$ cat config.mk
export PLATFORM = sky130hd
export DESIGN_NAME = wrClampHold
export DESIGN_NICKNAME = d
export VERILOG_FILES = /design/src/rtl/clampPkg.sv /design/src/rtl/clampDelay.sv /design/src/rtl/clampCtrl.sv /design/src/rtl/wrClampHold.sv
export SDC_FILE = /design/constraint.sdc
export NUM_CORES = 1
export LEC_CHECK = 0
export BUFFER_PORTS_ARGS = -buffer_cell sky130_fd_sc_hd__buf_2
export CAP_MARGIN = 15
export CORE_MARGIN = 3
export CORE_UTILIZATION = 41
export CTS_BUF_LIST = sky130_fd_sc_hd__clkbuf_16
export DETAILED_ROUTE_END_ITERATION = 7
export GPL_TIMING_DRIVEN = 0
export PLACE_DENSITY = 0.66
export RECOVER_POWER = 25
export SYNTH_ARGS = -nofsm -noshare
export SYNTH_HDL_FRONTEND = slang
export SYNTH_SLANG_ARGS = --single-unit
$ cat constraint.sdc
create_clock -name clk -period 1.79 [get_ports clk]
set_input_delay 0.0895 -clock clk [delete_from_list [all_inputs] [get_ports clk]]
set_output_delay 0.0895 -clock clk [all_outputs]
set_load 0.02 [all_outputs]
$ cat src/rtl/clampPkg.sv
package clampPkg;

  typedef enum logic [1:0] {
    ST_IDLE    = 2'd0,
    ST_WRITE   = 2'd1,
    ST_RELEASE = 2'd2
  } clampState_t;

  // strobes from the control FSM to the delay datapath
  typedef struct packed {
    logic load;     // reload the release counter
    logic dec;      // count one release cycle
    logic useLong;  // pick the doubled delay on reload
  } dlyStrobe_t;

endpackage

$ cat src/rtl/clampDelay.sv
module clampDelay
  import clampPkg::*;
#(
  parameter int SHORT_CYCLES = 16
) (
  input  logic       clk,
  input  logic       rstN,
  input  dlyStrobe_t stb,
  output logic       done
);

  localparam int LONG_CYCLES = 2 * SHORT_CYCLES;
  localparam int CW = $clog2(LONG_CYCLES);
  localparam logic [CW-1:0] SHORT_LOAD = CW'(SHORT_CYCLES - 1);
  localparam logic [CW-1:0] LONG_LOAD  = CW'(LONG_CYCLES - 1);

  logic [CW-1:0] cnt;

  always_ff @(posedge clk or negedge rstN) begin
    if (!rstN) begin
      cnt <= '0;
    end else if (stb.load) begin
      cnt <= stb.useLong ? LONG_LOAD : SHORT_LOAD;
    end else if (stb.dec && cnt != '0) begin
      cnt <= cnt - 1'b1;
    end
  end

  assign done = (cnt == '0);


  decrement_step_chk: assert property (@(posedge clk) disable iff (!rstN)
    (stb.dec && !stb.load && cnt != '0) |=> (cnt == $past(cnt) - 1'b1));


  done_after_count_chk: assert property (@(posedge clk) disable iff (!rstN)
    $rose(done) |-> $past(stb.dec));

endmodule

$ cat src/rtl/clampCtrl.sv
module clampCtrl
  import clampPkg::*;
(
  input  logic       clk,
  input  logic       rstN,
  input  logic       writeGateIn,
  input  logic       invertPol,
  input  logic       slowSel,
  input  logic       done,
  output dlyStrobe_t stb,
  output logic       clampOn,
  output logic       agcHold
);

  logic        syncQ1, syncQ2;
  logic [1:0]  primeCnt;
  logic        primed;
  logic        act;
  clampState_t state, stateNext;

  // two-stage synchronizer for the asynchronous gate
  always_ff @(posedge clk or negedge rstN) begin
    if (!rstN) begin
      syncQ1 <= 1'b0;
      syncQ2 <= 1'b0;
    end else begin
      syncQ1 <= writeGateIn;
      syncQ2 <= syncQ1;
    end
  end

  // ignore the synchronizer until it holds sampled data
  always_ff @(posedge clk or negedge rstN) begin
    if (!rstN) primeCnt <= 2'd0;
    else if (!primed) primeCnt <= primeCnt + 2'd1;
  end

  assign primed = (primeCnt == 2'd2);
  assign act    = primed && (syncQ2 ^ invertPol);

  always_comb begin
    stateNext = state;
    unique case (state)
      ST_IDLE:    if (act) stateNext = ST_WRITE;
      ST_WRITE:   if (!act) stateNext = ST_RELEASE;
      ST_RELEASE: begin
        if (act) stateNext = ST_WRITE;
        else if (done) stateNext = ST_IDLE;
      end
      default:    stateNext = ST_IDLE;
    endcase
  end

  always_ff @(posedge clk or negedge rstN) begin
    if (!rstN) state <= ST_IDLE;
    else state <= stateNext;
  end

  always_comb begin
    stb.load    = (state == ST_WRITE);
    stb.dec     = (state == ST_RELEASE);
    stb.useLong = slowSel;
  end

  assign clampOn = (state != ST_IDLE);
  assign agcHold = (state != ST_IDLE);


  write_holds_clamp_chk: assert property (@(posedge clk) disable iff (!rstN)
    act |=> clampOn);


  release_only_counting_chk: assert property (@(posedge clk) disable iff (!rstN)
    $fell(clampOn) |-> ($past(stb.dec) && !$past(act)));

endmodule

$ cat src/rtl/wrClampHold.sv
module wrClampHold
  import clampPkg::*;
#(
  parameter int SHORT_CYCLES = 16
) (
  input  logic clk,
  input  logic rstN,
  input  logic writeGateIn,
  input  logic invertPol,
  input  logic slowSel,
  output logic clampOn,
  output logic agcHold
);

  dlyStrobe_t stb;
  logic       done;

  clampCtrl uCtrl (
    .clk         (clk),
    .rstN        (rstN),
    .writeGateIn (writeGateIn),
    .invertPol   (invertPol),
    .slowSel     (slowSel),
    .done        (done),
    .stb         (stb),
    .clampOn     (clampOn),
    .agcHold     (agcHold)
  );

  clampDelay #(.SHORT_CYCLES(SHORT_CYCLES)) uDelay (
    .clk  (clk),
    .rstN (rstN),
    .stb  (stb),
    .done (done)
  );

endmodule

# Word-level counts from Yosys, hierarchy flattened

Cells that the tools add are included.
W data, S select, Z words.

Output and inout bits: 2
Register bits: 11
Input port bits: 5

$add $sub $neg: 2
Reduce and logical (&&, ||, !) cells: 8
Bitwise gates (word level): 1
Mux-type cells: 8
Equality and inequality tests: 6

Operator list:

| operator              | number |
|---|---|
| $mux W5               | 3 |
| $mux W2               | 4 |
| $pmux W2 S3           | 1 |
| $logic_not A5 Y1      | 1 |
| $reduce_bool A5 Y1    | 1 |
| $sub A5 B1 Y5 const B | 1 |
| $eq A2 B2 Y1 const B  | 2 |
| $reduce_bool A2 Y1    | 2 |
| $ne A3 B3 Y1 const B  | 1 |
| $reduce_and A3 Y1     | 1 |
| $add A2 B1 Y2 const B | 1 |
| $eq A2 B1 Y1 const B  | 1 |
| $logic_and A1 B1 Y1   | 2 |
| $logic_not A2 Y1      | 1 |
| $ne A2 B1 Y1 const B  | 1 |
| $ne A2 B2 Y1 const B  | 1 |
| $xor A1 B1 Y1         | 1 |

# Longest topological paths before layout

Word-level depth: 4
Depth in mapped cells: 5

# Hierarchy

A second synthesis with hierarchy kept.

Cell total of the unflattened synthesis: 47
Area total of the unflattened synthesis: 534.3 um^2

Modules (own cells, without submodules):

| module     | times used | cells an instance | area each (um^2) | sequential area each (um^2) |
|---|---|---|---|---|
| clampDelay | 1          | 25                | 272.8            | 125.1 |
| clampCtrl  | 1          | 22                | 261.5            | 150.1 |

# Worst setup path before layout

OpenSTA, ideal clock, no wires.

Path kind: register -> register
From: register uDelay.cnt[0]
To: register uDelay.cnt[1]
Arrival time: 1474 ps
Buffers on the path: 0
Setup slack: 230 ps
Cell stages (with the launch flop): 6
Cell sequence: dfrtp_1 inv_1 ha_1 or4b_4 and4b_1 nor3_1

Cells in the longest elaborated chain, start to end: 3
Elaborated cells between the ends (all ways): 6

Ends and longest elaborated chain:

| element                                             | line                               | text |
|---|---|---|
| start, declared                                     | clampDelay.sv:17                   | `logic [CW-1:0] cnt;` |
| start signal, assigned                              | clampDelay.sv:23                   | `cnt <= stb.useLong ? LONG_LOAD : SHORT_LOAD;` |
| start signal, assigned                              | clampDelay.sv:25                   | `cnt <= cnt - 1'b1;` |
| $sub A5 B1 Y5 or $reduce_bool A5 Y1 (tied branches) | clampDelay.sv:25, clampDelay.sv:24 |  |
| $mux W5 or $logic_and A1 B1 Y1 (tied branches)      | clampDelay.sv:24                   | `end else if (stb.dec && cnt != '0) begin` |
| $mux W5 or $reduce_bool A2 Y1 (tied branches)       | n/a                                |  |

Several ways; a longest one is shown, not always the timed one. The select of a mux whose other input is x is not followed.
A chain may end at the register's enable or synchronous reset.

# Worst setup path after layout

From: register uDelay.cnt[1]
To: register uDelay.cnt[1]

The elaborated chain is that of the path after synthesis.

==> results.py <==
metrics = {
    "grt": {
        "grt_first_pass_wirelength_um": 1590,
        "met2_usage_pct": 16.8,
        "grt_pass1_vias": 355,
        "track_usage_pct": 12.0,
        "antenna_found_initial": 0,
        "grt_max_degree": 12,
        "grt_use_met1_pct": 16.4,
        "top_usage_layer": "met2",
        "use_met3_pct": 6.36,
        "grt_overflow": 0,
    },
    "layout": {
        "fillers": 102,
        "final_nets": 78,
        "seqCellArea_um2": 277,
        "multi_input_area_um2": 248,
        "design_area_um2": 722,
        "drive_above_1_share_pct": 22.9,
        "antennaDiodeCount": 0,
        "syn2layout_area_growth_pct": 30.5,
    },
    "drt": {
        "drtIter0Drc": 13,
        "drt_pre_antenna_iters": 4,
        "wl_per_cell_um": 12.7,
        "drc": 0,
        "antenna_left": 0,
        "via_per_inst": 5.27,
        "wl_um": 1070,
        "dr_total_vias": 443,
    },
    "worst_setup_path": {
        "crit_type": "reg -> reg",
        "rr_worst_depth": 5,
        "r2r_end": "uDelay.cnt[1]$_DFFE_PN0P_",
        "end_kind": "flip-flop",
        "required_ns": 1.90,
        "crit_end": "uDelay.cnt[1]$_DFFE_PN0P_",
        "worst_r2r_startpoint": "uDelay.cnt[1]$_DFFE_PN0P_",
        "cp.arrival_ns": 1.86,
        "critPathLaunch": "uDelay.cnt[1]$_DFFE_PN0P_",
        "worstPathMaxFanout": 6,
        "start_kind": "flip-flop",
        "reg2reg_setup_slack_ns": 0.05,
    },
    "logic_synthesis": {
        "synthTopCellsByCount": "11 x dfrtp_1, 6 x inv_1, 5 x nor3_1",
        "synthArstFlopShare_pct": 100,
        "yosys.area.top_type": "dfrtp_1",
        "synthMostInstantiatedCell": "dfrtp_1",
        "syn_nets": 63,
        "ys_ff_latch": 11,
        "synth_cell_type_count": 25,
        "yosysSeqAreaShare_pct": 49.8,
        "synthTopCellsByArea": "dfrtp_1 50%, ha_1 4.5%, nor3_1 4.5%, inv_1 4.1%, o21ai_0 3.6%",
        "synth_area_um2": 553,
        "synth_top_area_share_pct": 49.8,
        "syn_avg_cell_area_um2": 9.88,
        "yosysWarningCount": 0,
        "synthCells": 56,
        "synth_flop_cell": "dfrtp_1",
        "synth_edf_count": 0,
    },
    "sta": {
        "worst_pin_slew_ns": 0.607,
        "slew_headroom_pct": 59.5,
        "finClkSkew_ns": 0.00306,
        "period_minus_slack_ns": 1.74,
        "timing_hold_violations_final": 0,
        "slew_viol_final": 0,
        "setup-violations-final": 0,
        "fin_ws_ns": 0.0458,
        "fmax_mhz": 573,
        "holdWs_ns": 0.178,
        "period_share_pct": 97.4,
    },
    "place": {
        "port_buffers": 6,
        "place_area_um2": 601,
        "place_congestion": 0.769,
        "dp_slack_ns": 0.0471,
        "hpwl_um": 675,
    },
    "power": {
        "p_leak_nw": 0.312,
        "power_density_mw_per_mm2": 1170,
        "vdd_drop_max_v": 0.00109,
    },
    "floorplanning": {
        "design.core.area_mm2": 0.00119,
        "start_util_pct": 46.6,
        "num_rows": 12,
        "die_area_mm2": 0.00183,
        "io_pins": 7,
        "die_height_um": 42.7,
        "die_w_um": 42.7,
    },
    "clock_tree": {
        "cts_num_sinks": 11,
        "clk_path_buf_depth": 2,
        "clk_pin_slew_worst_paths_ns": 0.04,
        "cts_tree": "built",
        "cts_max_level": 1,
        "numCtsBuffers": 3,
        "clk_latency_ns": 0.23,
        "cts_root_buf": "clkbuf_16",
    },
    "worst_hold_path": {
        "worstHoldStart": "slowSel",
        "hold_class": "in -> reg",
    },
    "run_status": {
        "status": "finished clean",
    },
    "flow_run": {
        "cap_violations": 0,
    },
}
-- final cells by class --
| cell class | count | share of cell area [%] |
|---|---|---|
| clock inverters | 1 | 0.520 |
| plain buffers | 3 | 2.08 |
| multi-input cells | 36 | 34.3 |
| inverters | 6 | 3.12 |
| flip-flops and latches | 11 | 38.3 |
| clock buffers | 3 | 10.4 |
| repair buffers | 10 | 8.84 |
| well taps | 14 | 2.43 |
-- through the flow --
step                util, %  instances  setup TNS, ns  total power [W]
global route           60.9         84        -0.0194         0.000886
floorplan                 -         56              0         0.000390
detailed placement     50.6         76              0         0.000429
global placement       50.6         76              0         0.000425
finish                 60.9         84              0         0.000845
CTS                    59.0         82              0         0.000829
-- cells by family (layout without fill, tap and decap cells) --
kind of cell / after synthesis / in the layout / share of synthesized area [%]
and+or+nand+nor: 20 / 20 / 21.5
AOI/OAI and AO/OA: 11 / 11 / 12.4
DFF: 11 / 11 / 49.8
buffers and inverters: 9 / 23 / 6.79
adders and majority gates: 2 / 2 / 4.52
xor gates and xnor gates: 2 / 2 / 3.17
muxes: 1 / 1 / 1.81
-- worst max-delay path: stages (launching register included) --
cell and delay, ns:
dfrtp_1 0.43, inv_1 0.08, ha_2 0.20, or4b_4 0.51, a211oi_1 0.33, nor3_2 0.07
-- registers in the layout (all words and copies together) (netlist names) --
register and cells:
uCtrl.syncQ1 1, uCtrl.syncQ2 1, uDelay.cnt 5, uCtrl.state 2, uCtrl.primeCnt 2
-- routing by layer --
layer / wire length, um / vias to the layer above
li1: - / 222
met1: 500 / 205
met2: 499 / 14
met3: 57 / 2
met4: 8 / 0
met5: 0 / -
-- cell usage in the layout, fill, tap and decap left out, drive strengths merged, types with 2 or more instances in the layout --
| cell type | count |
|---|---|
| a21oi | 3 |
| and3 | 2 |
| buf | 8 |
| clkbuf | 6 |
| dfrtp | 11 |
| dlygate4sd3 | 2 |
| ha | 2 |
| inv | 7 |
| nand2 | 3 |
| nand3 | 2 |
| nor2b | 2 |
| nor3 | 5 |
| o21ai | 4 |
-- worst min-delay path by stage --
stage                               endpoint  cells past startpoint
2_1_floorplan  uCtrl.primeCnt[0]$_DFFE_PN0P_                      0
3_3_place_gp       uDelay.cnt[0]$_DFFE_PN0P_                      1
3_5_place_dp       uDelay.cnt[0]$_DFFE_PN0P_                      1
4_1_cts            uDelay.cnt[4]$_DFFE_PN0P_                      3
5_1_grt           uCtrl.state[1]$_DFFE_PN0P_                      3
6_report           uDelay.cnt[4]$_DFFE_PN0P_                      3
-- power by group --
| part | total, W | switching, W | internal, W |
|---|---|---|---|
| logic | 0.000153 | 0.0000823 | 0.0000709 |
| registers | 0.000301 | 0.0000233 | 0.000278 |
| clock network | 0.000390 | 0.0000983 | 0.000292 |
| total | 0.000845 | 0.000204 | 0.000641 |
-- timing repair --
action,CTS,global route
hold buffers,2,0
endpoints found under the setup margin,0,1
setup buffers,0,2
endpoints found under the hold margin,12,0
gates resized for setup,0,3
Note: power is estimated with default switching activity, not from simulation.
